`src/rtl/prd_pkg.sv`:
```
package prd_pkg;
  localparam int RS_W      = 4;
  localparam int MAX_CODE  = (1 << RS_W) - 1;
  localparam int CNT_W     = MAX_CODE - 2;
  localparam int MIN_CODE  = 3;
  localparam int ALIAS_LO  = 8;
  localparam int ALIAS_HI  = 9;

  typedef logic [RS_W-1:0]  rate_t;
  typedef logic [CNT_W-1:0] cnt_t;

  // Map alias codes onto their binary-rate equivalents.
  function automatic rate_t effective_code(input rate_t rs);
    rate_t r;
    case (rs)
      rate_t'(1): r = rate_t'(ALIAS_LO);
      rate_t'(2): r = rate_t'(ALIAS_HI);
      default:    r = rs;
    endcase
    return r;
  endfunction
endpackage

```
`src/rtl/prd_rate_decode.sv`:
```
module prd_rate_decode
  import prd_pkg::*;
(
  input  rate_t rate_q,
  output logic  active,
  output cnt_t  half_last
);
  rate_t eff;
  int    sh;

  always_comb begin
    eff       = effective_code(rate_q);
    active    = (rate_q != '0);
    sh        = (int'(eff) >= MIN_CODE) ? int'(eff) - 2 : 0;
    half_last = active ? (cnt_t'(1) << sh) - cnt_t'(1) : '0;
  end
endmodule

```
`src/rtl/prd_divider.sv`:
```
module prd_divider
  import prd_pkg::*;
(
  input  logic  clk,
  input  logic  rst_n,
  input  logic  tick,
  input  rate_t rate_sel,
  input  logic  active,
  input  cnt_t  half_last,
  output rate_t rate_q,
  output logic  phase,
  output logic  period_end
);
  cnt_t cnt;
  logic change;
  logic half_wrap;

  assign change     = (rate_sel != rate_q);
  assign half_wrap  = tick && !change && active && (cnt == half_last);
  assign period_end = half_wrap && phase;

  always_ff @(posedge clk or negedge rst_n) begin
    if (!rst_n) begin
      rate_q <= '0;
      cnt    <= '0;
      phase  <= 1'b0;
    end else if (change) begin
      rate_q <= rate_sel;
      cnt    <= '0;
      phase  <= 1'b0;
    end else if (tick && active) begin
      if (cnt == half_last) begin
        cnt   <= '0;
        phase <= ~phase;
      end else begin
        cnt <= cnt + cnt_t'(1);
      end
    end
  end

  AST_CNT_IN_RANGE: assert property (@(posedge clk) disable iff (!rst_n)
    cnt <= half_last);

  AST_CHANGE_RESTARTS: assert property (@(posedge clk) disable iff (!rst_n)
    change |=> (cnt == '0) && !phase);

  AST_IDLE_HOLDS_PHASE: assert property (@(posedge clk) disable iff (!rst_n)
    (!tick && !change) |=> $stable(phase) && $stable(cnt));

  AST_OFF_NO_PERIOD: assert property (@(posedge clk) disable iff (!rst_n)
    (rate_q == '0 && !change) |=> !phase);
endmodule

```
`src/rtl/prd_flag.sv`:
```
module prd_flag (
  input  logic clk,
  input  logic rst_n,
  input  logic period_end,
  input  logic flag_clr,
  output logic pf
);
  always_ff @(posedge clk or negedge rst_n) begin
    if (!rst_n) pf <= 1'b0;
    else        pf <= period_end | (pf & ~flag_clr);
  end

  AST_PF_SETS: assert property (@(posedge clk) disable iff (!rst_n)
    period_end |=> pf);

  AST_PF_CLEARS: assert property (@(posedge clk) disable iff (!rst_n)
    (flag_clr && !period_end) |=> !pf);

  AST_PF_STICKY: assert property (@(posedge clk) disable iff (!rst_n)
    (pf && !flag_clr) |=> pf);
endmodule

```
`src/rtl/prd_rate_top.sv`:
```
module prd_rate_top
  import prd_pkg::*;
(
  input  logic            clk,
  input  logic            rst_n,
  input  logic            tick,
  input  logic [RS_W-1:0] rate_sel,
  input  logic            sqw_en,
  input  logic            pie,
  input  logic            flag_clr,
  output logic            sqw,
  output logic            pf,
  output logic            irq
);
  rate_t rate_q;
  logic  active;
  cnt_t  half_last;
  logic  phase;
  logic  period_end;

  prd_rate_decode u_dec (
    .rate_q    (rate_q),
    .active    (active),
    .half_last (half_last)
  );

  prd_divider u_div (
    .clk        (clk),
    .rst_n      (rst_n),
    .tick       (tick),
    .rate_sel   (rate_sel),
    .active     (active),
    .half_last  (half_last),
    .rate_q     (rate_q),
    .phase      (phase),
    .period_end (period_end)
  );

  prd_flag u_flag (
    .clk        (clk),
    .rst_n      (rst_n),
    .period_end (period_end),
    .flag_clr   (flag_clr),
    .pf         (pf)
  );

  assign sqw = sqw_en & phase;
  assign irq = pf & pie;

  AST_PF_NEEDS_TICK: assert property (@(posedge clk) disable iff (!rst_n)
    $rose(pf) |-> $past(tick));

  AST_SQW_MOVES_ON_TICK: assert property (@(posedge clk) disable iff (!rst_n)
    ($rose(sqw) && $stable(sqw_en)) |-> $past(tick));
endmodule

```
`config.mk`:
```
export PLATFORM = sky130hd
export DESIGN_NAME = prd_rate_top
export DESIGN_NICKNAME = d
export VERILOG_FILES = /design/src/rtl/prd_pkg.sv /design/src/rtl/prd_rate_decode.sv /design/src/rtl/prd_divider.sv /design/src/rtl/prd_flag.sv /design/src/rtl/prd_rate_top.sv
export SDC_FILE = /design/constraint.sdc
export NUM_CORES = 1
export LEC_CHECK = 0
export ABC_AREA = 0
export BUFFER_PORTS_ARGS = -buffer_cell sky130_fd_sc_hd__buf_2
export CORE_MARGIN = 8
export CORE_UTILIZATION = 30
export CTS_CLUSTER_DIAMETER = 80
export DETAILED_ROUTE_END_ITERATION = 7
export RECOVER_POWER = 50
export SLEW_MARGIN = 20
export SYNTH_ARGS = -nofsm -noshare
export SYNTH_HDL_FRONTEND = slang
export SYNTH_SLANG_ARGS = --single-unit
export TNS_END_PERCENT = 5
```
`constraint.sdc`:
```
create_clock -name clk -period 3.1 [get_ports clk]
set_input_delay 0.62 -clock clk [delete_from_list [all_inputs] [get_ports clk]]
set_output_delay 0.62 -clock clk [all_outputs]
set_load 0.005 [all_outputs]
```
# Word-level counts from Yosys, hierarchy flattened

Cells that the tools add are included.

Equal/unequal tests: 4
$mul: 0
Reductions and logical operators: 10
Order comparisons: 1
Divide/modulo/power cells: 0
Multiplexer cells: 9
Add/sub/neg operators: 3
Shift-type cells: 1
Bitwise logic cells: 6

Operators by type and width:

| cell                  | count |
|---|---|
| $mux 13               | 4 |
| $mux 32               | 1 |
| $shl 1x32->13 const A | 1 |
| $add 13x1->13 const B | 1 |
| $eq 13x13->1          | 1 |
| $sub 13x1->13 const B | 1 |
| $pmux 4 s2            | 1 |
| $logic_and 1x1->1     | 5 |
| $sub 4x2->5 const B   | 1 |
| $eq 4x1->1 const B    | 1 |
| $eq 4x2->1 const B    | 1 |
| $ge 4x2->1 const B    | 1 |
| $ne 4x4->1            | 1 |
| $reduce_bool 2->1     | 2 |
| $reduce_bool 4->1     | 1 |
| $and 1x1->1           | 3 |
| $mux 1                | 3 |
| $not 1->1             | 2 |
| $reduce_and 2->1      | 1 |
| $logic_not 1->1       | 1 |
| $or 1x1->1            | 1 |

Memories kept: 0
Word-level logic and storage cells: 38
ROM bits: 0
Bits in registers: 19
Bits of input ports: 10
Latch bits: 0
Output and inout bits: 3
Bits in writable memories: 0

# Longest topological paths before layout

Gate-level depths: netlist (run 1).

Depth in word-level cells: 11
Depth in mapped cells: 14
Mapped depth without buffers: 9

# By module

From an unflattened synthesis (run 1), not the netlist that was laid out.

Cell total of the unflattened synthesis: 213
Area, all modules: 1664.1 sq um

Modules (own cells, without submodules):

| module          | area an instance (sq um) | sequential area each (sq um) | cells an instance | instances |
|---|---|---|---|---|
| prd_divider     | 1132.3                   | 450.4                        | 133               | 1 |
| prd_rate_decode | 483.0                    | 0.0                          | 75                | 1 |
| prd_flag        | 36.3                     | 25.0                         | 3                 | 1 |
| prd_rate_top    | 12.5                     | 0.0                          | 2                 | 1 |

# Worst setup path after synthesis (run 1)

No wires, ideal clock.

Kind: flip-flop to flip-flop
From: reg u_div.rate_q[3]
To: reg u_div.phase
Required time: 2972 ps
Path slack: -54 ps
Path buffers: 2
Arrival: 3027 ps
Library setup time: 128 ps
Period minus slack after synthesis: 3154 ps
Stages on the path, launching flop included: 12
Cell sequence: dfrtp_1 buf_2 buf_2 o31ai_1 ha_1 nor3b_1 a22o_1 or4_1 a211oi_2 nand3_1 nor4_4 mux2_1

Word-level cells in the longest chain between the ends: 10
Elaborated cells on any way between the ends: 17
Classes of those cells: add/sub: 2; order compare: 1; eq/ne: 4; shift: 1; mux: 4; reduce/logical: 5

Ends and longest elaborated chain:

| item                                      | line                  | source |
|---|---|---|
| start, declared                           | prd_divider.sv:10     | `output rate_t rate_q,` |
| start signal, assigned                    | prd_divider.sv:28     | `rate_q <= rate_sel;` |
| $eq 4x2->1 or $eq 4x1->1 (tied branches)  | prd_pkg.sv:15         | `case (rs)` |
| $pmux 4 s2                                | prd_pkg.sv:15         |  |
| $sub 4x2->5 or $ge 4x2->1 (tied branches) | prd_rate_decode.sv:14 | `sh = (int'(eff) >= MIN_CODE) ? int'(eff) - 2 : 0;` |
| $mux 32                                   | prd_rate_decode.sv:14 |  |
| $shl 1x32->13                             | prd_rate_decode.sv:15 | `half_last = active ? (cnt_t'(1) << sh) - cnt_t'(1) : '0;` |
| $sub 13x1->13                             | prd_rate_decode.sv:15 |  |
| $mux 13                                   | prd_rate_decode.sv:15 |  |
| $eq 13x13->1                              | prd_divider.sv:32     | `if (cnt == half_last) begin` |
| $reduce_bool 2->1 (no source line)        | --                    |  |
| $reduce_and 2->1 (no source line)         | --                    |  |
| end signal, assigned                      | prd_divider.sv:34     | `phase <= ~phase;` |
| end, declared                             | prd_divider.sv:11     | `output logic phase,` |

Parallel ways exist; a longest one is shown, timed or not.
A chain may end at the register's enable or synchronous reset.

# Final worst setup path (run 1)

From: reg u_div.rate_q[2]
To: reg u_div.phase

The elaborated chain is that of the path after synthesis.

==> metrics.log, run 1 <==
[metrics] run status: finished clean
[metrics] number of antenna violations at the first check in global routing: 0
[metrics] number of filler cells placed in the layout: 563
[metrics] dominant synthesized flop cell: dfrtp_1
[metrics] die boundary width: 89.3 microns
[metrics] cell taking the most area after synthesis: dfrtp_1
[metrics] nature of the critical path startpoint: flip-flop
[metrics] slowest stage cell on the critical path: a2111oi_1
[metrics] number of synthesized flops with an enable pin: 0
[metrics] first drt pass iteration count: 4
[metrics] layout cells sized above 1: 12.8%
[metrics] total gr overflow: 0
[metrics] fraction of the yosys area taken by sequential cells: 29.5%
[metrics] Area Growth Syn to Fin: 11.6%
[metrics] number of buffers inserted by hold repair at cts: 0
[metrics] instance count of the mapped netlist: 196
[metrics] critical path data arrival time: 3070 ps
[metrics] average cell area after synthesis: 8.23 sq um
[metrics] critical path start-end classification: flip-flop to flip-flop
[metrics] number of global-route vias before repair: 1405
[metrics] biggest area contributors in the synthesized netlist: dfrtp_1, xnor2_1, and3_1
[metrics] Vias: 1470
[metrics] required time worst endpoint: 3240 ps
[metrics] final worst path period need: 2930 ps
[metrics] worst min path class: input port to flip-flop
[metrics] maximum net fanout on the critical path: 8
[metrics] relative slew slack: 32.1%
[metrics] CTS tree: yes
[metrics] endpoint type of the worst setup path: flip-flop
[metrics] die outline height: 89.3 microns
[metrics] final hold slack: 507 ps
[metrics] warnings from Yosys: 0
[metrics] Skew-Pair Late Insertion Delay: 250 ps
[metrics] average vias per placed instance: 5.38
[metrics] standby leakage power: 0.746 nW
[metrics] max-cap violations: 0
[metrics] f_max: 0.341 GHz
[metrics] Synth top area share: 29.5%
[metrics] number of instances resized during post-cts repair: 0
[metrics] worst hold path stage count: 1
[metrics] period utilisation layout: 94.6%
[metrics] global placer's final weighted congestion: 0.868
[metrics] num rows: 26
[metrics] Core Region: 0.00514 sq mm
[metrics] number of hold violations in the final report: 0
[metrics] final antenna-violating net count: 0
[metrics] starting utilization of the core area: 31.4%
[metrics] Distinct cells, synth: 49
[metrics] count of inserted antenna diode cells: 0
[metrics] Detail Placement HPWL: 2970 microns
[metrics] wire length per cell: 14.2 microns
[metrics] crit-path leading delay family: compound AO/OA/AOI/OAI gates
[metrics] buffer depth of the longest clock path: 2
[metrics] worst-case clock skew: 4.04 ps
[metrics] GRT Total Usage: 10.5%
[metrics] synthesized area: 0.00161 sq mm
[metrics] buffer cell driving the clock tree root: clkbuf_8
[metrics] total setup buffers inserted after CTS: 0
[metrics] Starting DRT DRC Count: 130
[metrics] total setup violations reported at the end of the flow: 0
[metrics] Critical Path Stages: 9
[metrics] total power draw: 561 uW
[metrics] RSZ-0062 raised after global routing: true
[metrics] number of top-level design ports: 13
[metrics] routed wire length: 3870 microns
[metrics] power density cells: 312 mW/mm^2
[metrics] Clock Sinks: 19
[metrics] post-route core utilization: 35.0%
[metrics] die footprint: 0.00798 sq mm
[metrics] global-route wire length before repair: 6740 microns
[metrics] clock-pin slew reported for the worst setup and hold paths after clock tree synthesis: 70 ps
[metrics] H-Tree Depth: 1
[metrics] maximum number of pins on one net before global-route repair: 26
[metrics] worst voltage drop across the vdd grid: 0.231 mV
[metrics] worst path cell trace: inv_1 -> ha_2 -> inv_1 -> a2111oi_1 -> nor4_1 -> a211oi_2 -> nand3_1 -> nor4_4 -> mux2_1
[metrics] detailed-route DRC error count: 0
[metrics] fraction of registers with async set/reset: 100%
[metrics] number of pins with negative max-slew slack in the final report: 0
[metrics] transition time at the pin with the least slew margin: 1020 ps
[metrics] syn_nets: 208
[metrics] worst reg2reg path depth: 9
[metrics] synthesized flop and latch total: 19
[metrics] Port Buffer Count: 12
[metrics] slowest cell delay on critical path: 640 ps
[metrics] most numerous cell on the critical path: inv_1
[metrics] total buffers and inverters traversed by the critical path: 2
[metrics] Final #Nets: 216
[metrics] TritonCTS Buffers: 3
## sequential cells by signal, summed over array words and instances (netlist names)
| name | flops |
|---|---|
| u_flag.pf | 1 |
| u_div.cnt | 13 |
| u_div.phase | 1 |
| u_div.rate_q | 4 |
## metal layers
layer / share of wire, % / global-route usage [%] / up-vias / wire [microns]
li1: - / - / 737 / -
met1: 52 / 14.9 / 711 / 2020
met2: 45 / 16.0 / 16 / 1730
met3: 1.5 / 1.38 / 6 / 60
met4: 1.8 / 3.02 / 0 / 68
met5: 0 / 0 / - / 0
## stage by stage
stage / setup TNS [ps] / instances / worst slack, ps / cell area (sq um)
after global placement: 0 / 269 / 181 / 1740
after CTS: 0 / 273 / 27.8 / 1790
after global routing: -6.10 / 273 / -6.10 / 1800
final: 0 / 273 / 166 / 1800
after floorplan: -27.6 / 196 / -27.6 / 1630
after detailed placement: 0 / 269 / 51.2 / 1740
## placed cells by master (no fill, tap or decap), types with 7 or more instances in the layout
cell type / instances
nand3_1: 9
xnor2_1: 13
nor4_1: 7
buf_4: 9
a21oi_1: 7
nor3_1: 9
o21ai_0: 11
buf_2: 7
nor2_1: 11
and3_1: 10
dfrtp_1: 19
nand2_1: 9
## where the power goes
| group | internal (mW) | switching [mW] |
|---|---|---|
| registers | 0.251 | 0.00297 |
| logic | 0.0551 | 0.0803 |
| clock network | 0.0892 | 0.0824 |
## cells in the mapped netlist (4+ instances only)
cell type / n
nand3_1: 9
nor4_1: 8
clkbuf_1: 6
nor3b_1: 4
o21ai_0: 11
nand2b_1: 6
and2_1: 5
xor2_1: 6
xnor2_1: 13
buf_2: 9
a21oi_1: 7
dfrtp_1: 19
nor3_1: 9
nor2_1: 11
inv_1: 5
and3_1: 10
nand2_1: 9
## cell families after synthesis
logic type,after synthesis,synth area share [%]
adders and majority gates,2,1.55
AOI/OAI and AO/OA,45,19.2
and+or+nand+nor,86,31.3
muxes,2,1.32
buffers and inverters,23,6.75
DFF,19,29.5
xor gates and xnor gates,19,10.3
## cell type report
class                      count  area, sq um  share of cell area (%)
tap                           70         87.6                    4.87
inverter                       5         18.8                    1.04
timing repair buffer          21          121                    6.75
multi-input combinational    154         1050                    58.3
clock buffer                   3         41.3                    2.29
sequential                    19          475                    26.4
clock inverter                 1         5.00                   0.278
## worst paths after layout
| path | start | to | slack (ps) |
|---|---|---|---|
| setup / recovery | u_div.rate_q[2]$_DFFE_PN0N_ | u_div.phase$_DFFE_PN0P_ | 170 |
| hold / removal | rate_sel[2] | u_div.rate_q[2]$_DFFE_PN0N_ | 510 |
| setup reg to reg | u_div.rate_q[2]$_DFFE_PN0N_ | u_div.phase$_DFFE_PN0P_ | 170 |
| hold reg to reg | u_flag.pf$_DFF_PN0_ | u_flag.pf$_DFF_PN0_ | 530 |
| max in group asynchronous | rst_n | u_div.cnt[1]$_DFFE_PN0P_ | 1970 |
| min in group asynchronous | rst_n | u_div.cnt[7]$_DFFE_PN0P_ | 520 |
Power figures use the tool's default switching activity.
==> inputs of run 2 (changes only) <==
--- a/config.mk
+++ b/config.mk
@@ -7,10 +7,13 @@
 export LEC_CHECK = 0
 export ABC_AREA = 0
 export BUFFER_PORTS_ARGS = -buffer_cell sky130_fd_sc_hd__buf_2
+export CELL_PAD_IN_SITES_DETAIL_PLACEMENT = 1
+export CELL_PAD_IN_SITES_GLOBAL_PLACEMENT = 2
 export CORE_MARGIN = 8
 export CORE_UTILIZATION = 30
 export CTS_CLUSTER_DIAMETER = 80
 export DETAILED_ROUTE_END_ITERATION = 7
+export PLACE_DENSITY_LB_ADDON = 0.1
 export RECOVER_POWER = 50
 export SLEW_MARGIN = 20
 export SYNTH_ARGS = -nofsm -noshare
==> metrics.log, run 2 (synthesized netlist as in run 1, its figures left out) <==
[metrics] run status: finished clean (unchanged)
[metrics] critical path data arrival time: 3030 ps (was 3070 ps)
[metrics] worst path cell trace: o31ai_2 -> ha_4 -> nor3b_1 -> a22o_1 -> or4_1 -> a211oi_2 -> nand3_1 -> nor4_4 -> mux2_1 (was inv_1 -> ha_2 -> inv_1 -> a2111oi_1 -> nor4_1 -> a211oi_2 -> nand3_1 -> nor4_4 -> mux2_1)
[metrics] final antenna-violating net count: 0 (unchanged)
[metrics] Skew-Pair Late Insertion Delay: 260 ps (was 250 ps)
[metrics] critical path start-end classification: flip-flop to flip-flop (unchanged)
[metrics] proportion of total power due to net switching: 30.6% (was 29.5%)
[metrics] combinational fraction of design power: 25.8% (was 24.1%)
[metrics] portion of total power attributed to the clock network: 30.4% (was 30.6%)
[metrics] buffer cell driving the clock tree root: clkbuf_8 (unchanged)
[metrics] number of hold violations in the final report: 0 (unchanged)
[metrics] maximum net fanout on the critical path: 10 (was 8)
[metrics] required time worst endpoint: 3240 ps (about the same)
[metrics] total buffers and inverters traversed by the critical path: 0 (was 2)
[metrics] reg-to-reg setup timing slack: 220 ps (was 170 ps)
[metrics] maximum number of pins on one net before global-route repair: 26 (unchanged)
[metrics] total placed cells including tap cells: 273 (was 269)
[metrics] max-cap violations: 0 (unchanged)
[metrics] Port Buffer Count: 12 (unchanged)
[metrics] TritonCTS Buffers: 3 (unchanged)
[metrics] power density cells: 314 mW/mm^2 (was 312 mW/mm^2)
[metrics] H-Tree Depth: 1 (unchanged)
[metrics] Area Growth Syn to Fin: 14.3% (was 11.6%)
[metrics] Clock Sinks: 19 (unchanged)
[metrics] layout cells sized above 1: 14.4% (was 12.8%)
[metrics] largest registers: u_div.cnt: 13 flops, u_div.rate_q: 4 flops (unchanged)
[metrics] wire length per cell: 16.4 microns (was 14.2 microns)
[metrics] Core Region: 0.00514 sq mm (unchanged)
[metrics] worst voltage drop across the vdd grid: 0.141 mV (was 0.231 mV)
[metrics] number of top-level design ports: 13 (unchanged)
[metrics] slowest cell delay on critical path: 430 ps (was 640 ps)
[metrics] number of buffers inserted by hold repair at cts: 0 (unchanged)
[metrics] max reg flops: 13 (unchanged)
[metrics] Pint: 402 uW (was 395 uW)
[metrics] post-layout instance count excluding filler cells: 278 (was 273)
[metrics] register ranked first by flip-flop count: u_div.cnt (unchanged)
[metrics] number of filler cells placed in the layout: 669 (was 563)
[metrics] commonest cells after routing, fill and taps aside: dfrtp_1, xnor2_1, buf_4, nor2_1, o21ai_0 (was dfrtp_1, xnor2_1, nor2_1, o21ai_0, and3_1)
[metrics] RSZ-0062 raised after global routing: false (was true)
[metrics] total setup violations reported at the end of the flow: 0 (unchanged)
[metrics] period utilisation layout: 92.9% (was 94.6%)
[metrics] final worst path period need: 2880 ps (was 2930 ps)
[metrics] buffer depth of the longest clock path: 2 (unchanged)
[metrics] total gr overflow: 0 (unchanged)
[metrics] transition time at the pin with the least slew margin: 1050 ps (was 1020 ps)
[metrics] switching power: 177 uW (was 166 uW)
[metrics] global placer's final weighted congestion: 0.771 (was 0.868)
[metrics] routed wire length: 4550 microns (was 3870 microns)
[metrics] clock-pin slew reported for the worst setup and hold paths after clock tree synthesis: 80 ps (was 70 ps)
[metrics] num rows: 26 (unchanged)
[metrics] die boundary width: 89.3 microns (unchanged)
[metrics] detailed-route DRC error count: 0 (unchanged)
[metrics] worst min path class: input port to flip-flop (unchanged)
[metrics] starting utilization of the core area: 31.4% (unchanged)
[metrics] most common cell after layout, fill and taps aside: dfrtp_1 (unchanged)
[metrics] Starting DRT DRC Count: 40 (was 130)
[metrics] relative slew slack: 29.8% (was 32.1%)
[metrics] global-route wire length before repair: 7600 microns (was 6740 microns)
[metrics] standby leakage power: 0.773 nW (was 0.746 nW)
[metrics] worst setup slack before clock tree synthesis: 86.5 ps (was 51.2 ps)
[metrics] Detail Placement HPWL: 3420 microns (was 2970 microns)
[metrics] Final #Nets: 221 (was 216)
[metrics] Vias: 1516 (was 1470)
[metrics] number of antenna violations at the first check in global routing: 0 (unchanged)
[metrics] number of global-route vias before repair: 1467 (was 1405)
[metrics] die outline height: 89.3 microns (unchanged)
[metrics] endpoint type of the worst setup path: flip-flop (unchanged)
[metrics] average vias per placed instance: 5.45 (was 5.38)
[metrics] CTS tree: yes (unchanged)
[metrics] nature of the critical path startpoint: flip-flop (unchanged)
[metrics] slowest stage cell on the critical path: or4_1 (was a2111oi_1)
[metrics] die footprint: 0.00798 sq mm (unchanged)
[metrics] worst-case clock skew: 4.74 ps (was 4.04 ps)
[metrics] crit-path leading delay family: simple AND/OR/NAND/NOR gates (was compound AO/OA/AOI/OAI gates)
[metrics] GRT Total Usage: 12.1% (was 10.5%)
[metrics] f_max: 0.347 GHz (was 0.341 GHz)
[metrics] count of inserted antenna diode cells: 0 (unchanged)
[metrics] register share of total power: 43.8% (was 45.3%)
[metrics] number of pins with negative max-slew slack in the final report: 0 (unchanged)
[metrics] first drt pass iteration count: 4 (unchanged)
[metrics] setup slack after layout: 219 ps (was 166 ps)
[run 2: cell type report]
cell class	count	area (sq um)	share of cell area, %
multi-input cells	154	1050	57.1
flip-flops and latches	19	475	25.8
repair buffers	26	163	8.83
well taps	70	87.6	4.75
clock buffers	3	41.3	2.24
inverters	5	18.8	1.02
clock inverters	1	5.00	0.272
[run 2: what timing repair did]
| action | 4_1_cts | 5_1_grt |
|---|---|---|
| gates resized for setup | 0 | 4 |
| buffers inserted | 0 | 1 |
| setup endpoints to repair | 0 | 13 |
[run 2: metrics by stage]
step	setup TNS (ps)	hold slack [ps]	total power, mW	util, %	area (sq um)
finish	0	505	0.579	35.9	1840
global route	0	492	0.615	35.9	1840
CTS	0	308	0.581	35.4	1820
detailed placement	0	533	0.403	34.5	1770
global placement	0	524	0.401	34.5	1770
floorplan	-27.6	324	0.361	-	1630
[run 2: metal layers]
metal | wire length [microns] | part of all wire (%) | GRT usage (%) | up-vias
met1 | 2200 | 48 | 15.6 | 756
met2 | 2260 | 50 | 20.8 | 6
met4 | 51 | 1.1 | 3.02 | 0
met5 | 0 | 0 | 0 | -
met3 | 48 | 1.1 | 1.47 | 6
li1 | - | - | - | 748
[run 2: power by group through the flow]
stage	registers, mW	clock network (mW)	logic [mW]
after floorplan	0.259	0	0.102
after global placement	0.258	0	0.142
after detailed placement	0.259	0	0.144
after CTS	0.254	0.183	0.145
after global routing	0.254	0.195	0.166
final	0.253	0.176	0.150
[run 2: worst paths after layout]
path / start / end / cells after the start
worst min-delay path: rate_sel[1] / u_div.rate_q[1]$_DFFE_PN0N_ / 1
worst min register to register: u_flag.pf$_DFF_PN0_ / u_flag.pf$_DFF_PN0_ / 1
min in group asynchronous: rst_n / u_div.cnt[1]$_DFFE_PN0P_ / 1
worst max-delay path: u_div.rate_q[0]$_DFFE_PN0N_ / u_div.phase$_DFFE_PN0P_ / 9
worst max register to register: u_div.rate_q[0]$_DFFE_PN0N_ / u_div.phase$_DFFE_PN0P_ / 9
max in group asynchronous: rst_n / u_div.cnt[10]$_DFFE_PN0P_ / 1
